==> config.mk <==
export PLATFORM = sky130hd
export DESIGN_NAME = evt_cam_detector
export DESIGN_NICKNAME = d
export VERILOG_FILES = /design/src/rtl/evt_cam_detector.sv
export SDC_FILE = /design/constraint.sdc
export NUM_CORES = 2
export LEC_CHECK = 0
export BUFFER_PORTS_ARGS = -buffer_cell sky130_fd_sc_hd__clkbuf_2
export CAP_MARGIN = 20
export CORE_MARGIN = 3
export CORE_UTILIZATION = 45
export DETAILED_ROUTE_END_ITERATION = 6
export PLACE_DENSITY = 0.63
export SLEW_MARGIN = 20
export SYNTH_ARGS = -nofsm -noshare
export SYNTH_HDL_FRONTEND = slang
export SYNTH_SLANG_ARGS = --single-unit
export TNS_END_PERCENT = 50
==> constraint.sdc <==
create_clock -name clk -period 5.2 [get_ports clk]
set_clock_uncertainty 0.1 [all_clocks]
set_input_delay 0.26 -clock clk [delete_from_list [all_inputs] [get_ports clk]]
set_output_delay 0.26 -clock clk [all_outputs]
set_load 0.01 [all_outputs]
==> src/rtl/evt_cam_detector.sv <==
module evt_cam_detector #(
  parameter int ENTRIES = 8,
  parameter int DW = 32,
  parameter int PW = 16,
  parameter int HW = 16,
  localparam int IW = (ENTRIES > 1) ? $clog2(ENTRIES) : 1
) (
  input  logic          clk,
  input  logic          rst_n,
  input  logic          obs_valid,
  input  logic [DW-1:0] obs_code,
  input  logic          wr_en,
  input  logic [IW-1:0] wr_idx,
  input  logic [DW-1:0] wr_value,
  input  logic [DW-1:0] wr_care,
  input  logic [PW-1:0] wr_count,
  input  logic [HW-1:0] wr_handler,
  input  logic          wr_watch,
  input  logic          resume_valid,
  input  logic [IW-1:0] resume_idx,
  output logic          notify_valid,
  output logic [IW-1:0] notify_idx,
  output logic [HW-1:0] notify_handler,
  output logic          stall_req
);

  logic [DW-1:0] val_q  [ENTRIES];
  logic [DW-1:0] care_q [ENTRIES];
  logic [PW-1:0] lim_q  [ENTRIES];
  logic [PW-1:0] cnt_q  [ENTRIES];
  logic [HW-1:0] hnd_q  [ENTRIES];
  logic [ENTRIES-1:0] watch_q, pend_q, hit, last;
  logic [PW-1:0] top [ENTRIES];

  logic          win_found;
  logic [IW-1:0] win_idx;
  logic          fire;

  always_comb begin
    for (int i = 0; i < ENTRIES; i++) begin
      top[i]  = (lim_q[i] == '0) ? '0 : lim_q[i] - 1'b1;
      last[i] = (cnt_q[i] >= top[i]);
      hit[i]  = obs_valid && (hnd_q[i] != '0)
                && !(wr_en && wr_idx == IW'(i))
                && (((obs_code ^ val_q[i]) & care_q[i]) == '0);
    end
  end

  always_comb begin
    win_found = 1'b0;
    win_idx   = '0;
    for (int i = ENTRIES - 1; i >= 0; i--) begin
      if (hit[i]) begin
        win_found = 1'b1;
        win_idx   = IW'(i);
      end
    end
  end

  assign fire      = win_found && last[win_idx];
  assign stall_req = |pend_q;

  always_ff @(posedge clk or negedge rst_n) begin
    if (!rst_n) begin
      for (int i = 0; i < ENTRIES; i++) begin
        val_q[i]  <= '0;
        care_q[i] <= '0;
        lim_q[i]  <= '0;
        cnt_q[i]  <= '0;
        hnd_q[i]  <= '0;
      end
      watch_q <= '0;
      pend_q  <= '0;
    end else begin
      for (int i = 0; i < ENTRIES; i++) begin
        if (wr_en && wr_idx == IW'(i)) begin
          val_q[i]   <= wr_value;
          care_q[i]  <= wr_care;
          lim_q[i]   <= wr_count;
          hnd_q[i]   <= wr_handler;
          watch_q[i] <= wr_watch;
          cnt_q[i]   <= '0;
          pend_q[i]  <= 1'b0;
        end else begin
          if (win_found && win_idx == IW'(i))
            cnt_q[i] <= last[i] ? '0 : cnt_q[i] + 1'b1;
          if (fire && win_idx == IW'(i) && watch_q[i])
            pend_q[i] <= 1'b1;
          else if (resume_valid && resume_idx == IW'(i))
            pend_q[i] <= 1'b0;
        end
      end
    end
  end

  always_ff @(posedge clk or negedge rst_n) begin
    if (!rst_n) begin
      notify_valid   <= 1'b0;
      notify_idx     <= '0;
      notify_handler <= '0;
    end else begin
      notify_valid   <= fire;
      notify_idx     <= fire ? win_idx : '0;
      notify_handler <= fire ? hnd_q[win_idx] : '0;
    end
  end

  assert_notify_after_obs_R6: assert property (@(posedge clk) disable iff (!rst_n)
    notify_valid |-> $past(obs_valid));

  assert_notify_live_handler_R3: assert property (@(posedge clk) disable iff (!rst_n)
    notify_valid |-> notify_handler != '0);

  assert_stall_rises_with_notify_R7: assert property (@(posedge clk) disable iff (!rst_n)
    $rose(stall_req) |-> notify_valid);

  assert_stall_holds_R7: assert property (@(posedge clk) disable iff (!rst_n)
    (stall_req && !resume_valid && !wr_en) |=> stall_req);

  assert_quiet_without_obs_R9: assert property (@(posedge clk) disable iff (!rst_n)
    !$past(obs_valid) |-> !notify_valid);

  for (genvar g = 0; g < ENTRIES; g++) begin : g_chk
    assert_prescale_bound_R4: assert property (@(posedge clk) disable iff (!rst_n)
      cnt_q[g] <= top[g]);
  end

endmodule

After elaboration in Yosys (flattened, before gate mapping)
Cells that the tools add are included.
Widths: inputs -> output; s select.
{"block": "op_classes", "bitwise_logic": 17, "order_cmp": 10, "n_eq_ne": 21, "muxes": 79, "n_reduce_logical": 117, "addsub": 16}
{"op": "$mux 16", "count": 35}
{"op": "$and 32x32->32", "count": 8}
{"op": "$logic_not 32->1", "count": 8}
{"op": "$xor 32x32->32", "count": 8}
{"op": "$add 16x1->16 const B", "count": 8}
{"op": "$ge 16x16->1", "count": 8}
{"op": "$logic_not 16->1", "count": 8}
{"op": "$reduce_bool 16->1", "count": 8}
{"op": "$sub 16x1->16 const B", "count": 8}
{"op": "$logic_and 1x1->1", "count": 65}
{"op": "$bmux 16 s3", "count": 1}
{"op": "$eq 3x3->1 const B", "count": 12}
{"op": "$mux 1", "count": 33}
{"op": "$mux 3", "count": 9}
{"op": "$reduce_bool 3->1", "count": 8}
{"op": "$eq 3x2->1 const B", "count": 6}
{"op": "$reduce_bool 2->1", "count": 8}
{"op": "$eq 3x1->1 const B", "count": 3}
{"op": "$logic_not 3->1", "count": 3}
{"op": "$logic_not 1->1", "count": 8}
{"op": "$reduce_or 8->1", "count": 1}
{"op": "$ge 4x4->1 const B", "count": 1}
{"op": "$lt 3x4->1 const B", "count": 1}
{"op": "$not 3->4", "count": 1}
{"op": "$bmux 1 s3", "count": 1}
{"block": "totals", "out_inout_bits": 21, "input_bits": 140, "regBits": 932, "wordCells": 319}

Longest topological paths before layout
{"block": "logic_depth", "ltp_word": 20, "ltp_mapped": 19, "mapped_depth_nobuf": 18}

Worst setup path after synthesis
No wires, ideal clock.
{"block": "synth_timing", "path_type": "register -> register", "from": "register lim_q[67] (netlist name)", "to": "register notify_handler[10]", "t_required_ns": 4.973, "slack_ns": 0.831, "setup_ns": 0.127, "synth_period_minus_slack_ns": 4.369, "n_path_buf": 1, "path_stages_with_launch": 19, "arrival_ns": 4.142, "cell_sequence": "dfrtp_1 or3_1 or3_1 nor3_1 nand2b_1 nor2_1 xor2_1 nand2_1 ha_1 a21o_1 a21o_1 a21oi_1 nor2_1 a211oi_1 o21ai_0 or4b_2 o211ai_2 buf_2 o2bb2a_1"}
{"block": "synth_between", "elab_chain_cells": 7, "elab_cells_between_ends": 8, "cone_classes": "add/sub: 1; order compare: 1; mux: 4; reduce/logical: 2"}
{"item": "start: declaration", "line": "29", "rtl": "logic [PW-1:0] lim_q [ENTRIES];"}
{"item": "start signal: indexed assignment", "line": "79", "rtl": "lim_q[i] <= wr_count;"}
{"item": "$sub 16x1->16 or $logic_not 16->1 (tied branches)", "line": "41", "rtl": "top[i] = (lim_q[i] == '0) ? '0 : lim_q[i] - 1'b1;"}
{"item": "$mux 16 (*)", "line": "41"}
{"item": "$ge 16x16->1 (*)", "line": "42", "rtl": "last[i] = (cnt_q[i] >= top[i]);"}
{"item": "$bmux 1 s3 (*)", "line": "60", "rtl": "assign fire = win_found && last[win_idx];"}
{"item": "$mux 1 (not written as such) (*)", "line": "60"}
{"item": "$logic_and 1x1->1 (*)", "line": "60"}
{"item": "$mux 16 (*)", "line": "104", "rtl": "notify_handler <= fire ? hnd_q[win_idx] : '0;"}
{"item": "end signal: assignment", "line": "104"}
{"item": "end: declaration", "line": "23", "rtl": "output logic [HW-1:0] notify_handler,"}
Mark *: on every way between the ends. The rest lies on a longest branch, timed or not. The select of a mux whose other input is x is not followed.
A chain may end at the register's enable or synchronous reset.

Final worst setup path
{"block": "layout_timing", "from": "register lim_q[67] (netlist name)", "to": "register notify_handler[7]"}
Same word-level chain as after synthesis.

==> results.sh <==
export IMPL_outcome="complete, no violations"
export IMPL_area_growth_pct=13.1
export IMPL_synth_area_leaders="dfrtp_1 (47%), nand2_1 (17%), xor2_1 (5.9%)"
export IMPL_cp_required_ns=5.69
export IMPL_place_congestion=1.07
export IMPL_gr_usage_met3_pct=5.58
export IMPL_start_util_pct=45.6
export IMPL_ir_drop_v=0.000307
export IMPL_fin_setup_tns_ns=0
export IMPL_critical_path_class="register to register"
export IMPL_clkTransAtPathRegs_ns=0.07
export IMPL_crit_chain="or3_1, or3_1, nor3_1, nand2b_1, nor2_1, xor2_1, nand2_1, ha_1, a21o_1, a21o_1, a21oi_1, nor2_1, a211oi_1, o21ai_0, or4b_2, o211ai_2, o2bb2a_1"
export IMPL_worst_pin_slew_ns=1.10
export IMPL_rsz0062_at_grt="false"
export IMPL_drive_above_1_share_pct=9.72
export IMPL_synthAdderAreaFrac_pct=3.87
export IMPL_synthDistinctLibCells=88
export IMPL_cts_setup_buffers=0
export IMPL_cp_end_kind="register"
export IMPL_cts_tree="yes"
export IMPL_max_cap_violations=0
export IMPL_port_buffers=160
export IMPL_viasPerCell=5.77
export IMPL_mostFrequentLayoutCells="nand2_1 (2261), dfrtp_1 (932), xor2_1 (330)"
export IMPL_fill_cells=10000
export IMPL_first_pass_iters=6
export IMPL_synth_top_area_share_pct=47.4
export IMPL_avgSynthCellArea_um2=8.60
export IMPL_cp_start_kind="register"
export IMPL_grt_use_met1_pct=41.5
export IMPL_period_needed_ns=4.84
export IMPL_ys_ff_latch=932
export IMPL_drc=0
export IMPL_die_height_um=337
export IMPL_async_flop_share_pct=100
export IMPL_yosysSeqAreaShare_pct=47.4
export IMPL_p_leak_uw=0.0283
export IMPL_setup_viol_count_final=0
export IMPL_synth_nets=6013
export IMPL_slowest_stage="or4b_2"
export IMPL_hold_class="input port to register"
export IMPL_clock_latency_ns=0.72
export IMPL_rows=120
export IMPL_synth_edf_count=0
export IMPL_die_w_um=337
export IMPL_numCtsBuffers=103
export IMPL_slew_headroom_pct=27.0
export IMPL_antenna_found_initial=5
export IMPL_rrSetupSlack_ns=0.36
export IMPL_synth_xor_area_share_pct=6.63
export IMPL_synth_main_ff_cell="dfrtp_1"
export IMPL_place_area_um2=51100
export IMPL_grt_busiest_layer="met2"
export IMPL_yosys_area_share_simple_pct=26.1
export IMPL_track_usage_pct=31.3
export IMPL_cp_slowest_stage_delay_ns=0.72
export IMPL_grtUsageMet2_pct=48.0
export IMPL_dp_final_hpwl_um=124000
export IMPL_hold_viol_final=0
export IMPL_synth_top_family_by_area="simple AND/OR/NAND/NOR gates"
export IMPL_yosys_warnings=0
export IMPL_synth_top_area_cell="dfrtp_1"
export IMPL_post_route_period_util_pct=93.1
export IMPL_clock_sinks=932
export IMPL_worstPathMaxFanout=19
export IMPL_powerDensity_nw_per_um2=397
export IMPL_drv_slew=0
export IMPL_muxShareOfSynthArea_pct=3.13
export IMPL_final_area_um2=55600
export IMPL_wl_per_cell_um=24.5
export IMPL_clk_path_buf_depth=3
export IMPL_synth_compound_area_share_pct=9.29
export IMPL_wirelength_um=179000
export IMPL_globalRouteOverflowTotal=0
export IMPL_drt_iter0_markers=4342
export IMPL_ant_nets=0
export IMPL_total_power_uw=22100
export IMPL_top_level_ports=161
export IMPL_cts_root_buf="clkbuf_16"
export IMPL_grt_pass1_wl_um=265000
export IMPL_dieArea_um2=113000
export IMPL_grt_max_degree=176
export IMPL_grt_pass1_vias=40100
export IMPL_synthesis_area_um2=49200
export IMPL_vias=42100
export IMPL_fmax_mhz=207
export IMPL_cts_max_level=3
export IMPL_core_area_um2=108000
export IMPL_final_nets=6103
export IMPL_final_common_cell="nand2_1"
export IMPL_crit_arrival_ns=5.33
export IMPL_synthCells=5721
[path summary, 6_finish.rpt]
check	endpoint	startpoint	cells after the start
worst min register to register	care_q[13]	care_q[13]	2
worst min-delay path	care_q[162]	wr_care[2]	3
worst max-delay path	notify_handler[7]	lim_q[67]	17
max in group asynchronous	val_q[54]	rst_n	3
worst max register to register	notify_handler[7]	lim_q[67]	17
min in group asynchronous	cnt_q[92]	rst_n	2
[cell type report]
class / count / area (um^2) / share of cell area, %
sequential: 932 / 23300 / 41.9
inverter: 74 / 278 / 0.499
clock inverter: 44 / 517 / 0.929
multi-input combinational: 4354 / 24200 / 43.5
tap: 1403 / 1760 / 3.16
antenna: 5 / 12.5 / 0.0225
clock buffer: 144 / 3000 / 5.40
timing repair buffer: 346 / 2540 / 4.57
[synth_stat cells, types with 42 or more instances]
cell type,instances
nor2_1,176
mux2_2,107
a21oi_1,101
nor3_1,52
a22oi_1,163
nand4_1,91
o21ai_0,161
and3_1,70
buf_2,45
nand2_1,2262
nand3_1,89
nand2b_1,42
xor2_1,330
inv_1,74
nor4_1,71
ha_1,152
dfrtp_1,932
clkbuf_1,277
xnor2_1,42
[through the flow]
stage | setup slack [ns] | hold slack (ns) | utilization [%] | cells
after floorplan | 0.831 | -0.136 | - | 5721
after global placement | 0.381 | 0.239 | 47.4 | 7014
after detailed placement | 0.433 | 0.235 | 47.4 | 7014
after CTS | 0.395 | 0.00528 | 51.6 | 7297
after global routing | 0.0393 | 0.0110 | 51.6 | 7297
final | 0.361 | 0.0290 | 51.6 | 7302
[repair_timing]
item,CTS,global route
setup endpoints to repair,0,2
hold endpoints to repair,711,0
gates resized for setup,0,1
hold buffers,95,0
[layer usage]
| metal | routed length, um | vias up | part of all wire (%) |
|---|---|---|---|
| li1 | - | 19300 | - |
| met5 | 35 | - | 0.020 |
| met2 | 79100 | 1730 | 44 |
| met3 | 14600 | 421 | 8.2 |
| met1 | 72000 | 20700 | 40 |
| met4 | 13000 | 6 | 7.3 |
[critical path: cells and delay by family, from the launching register on]
kind,cells,cell delay (ns)
flops,1,0.41
simple gates,8,2.18
xor+xnor,1,0.16
fa+ha+maj,1,0.30
compound gates,7,1.55
[power by group]
group	total, uW	internal (uW)	switching (uW)
clock network	7680	4480	3210
registers	9500	8470	1040
logic	4900	1800	3090
total	22100	14700	7330
[kinds of logic after synthesis]
group / after synthesis
AO/OA/AOI/OAI: 674
XOR/XNOR: 372
buffers and inverters: 435
flip-flops: 932
multiplexers: 140
adder cells (fa/ha/maj): 152
AND/OR/NAND/NOR: 3016
[flip-flops by register name, summed over array words and instances, names as in the netlist]
register / flops
notify_handler: 16
lim_q: 128
notify_valid: 1
care_q: 256
hnd_q: 128
cnt_q: 128
val_q: 256
notify_idx: 3
watch_q: 8
pend_q: 8
No activity file was read; power rests on OpenSTA's default activity.
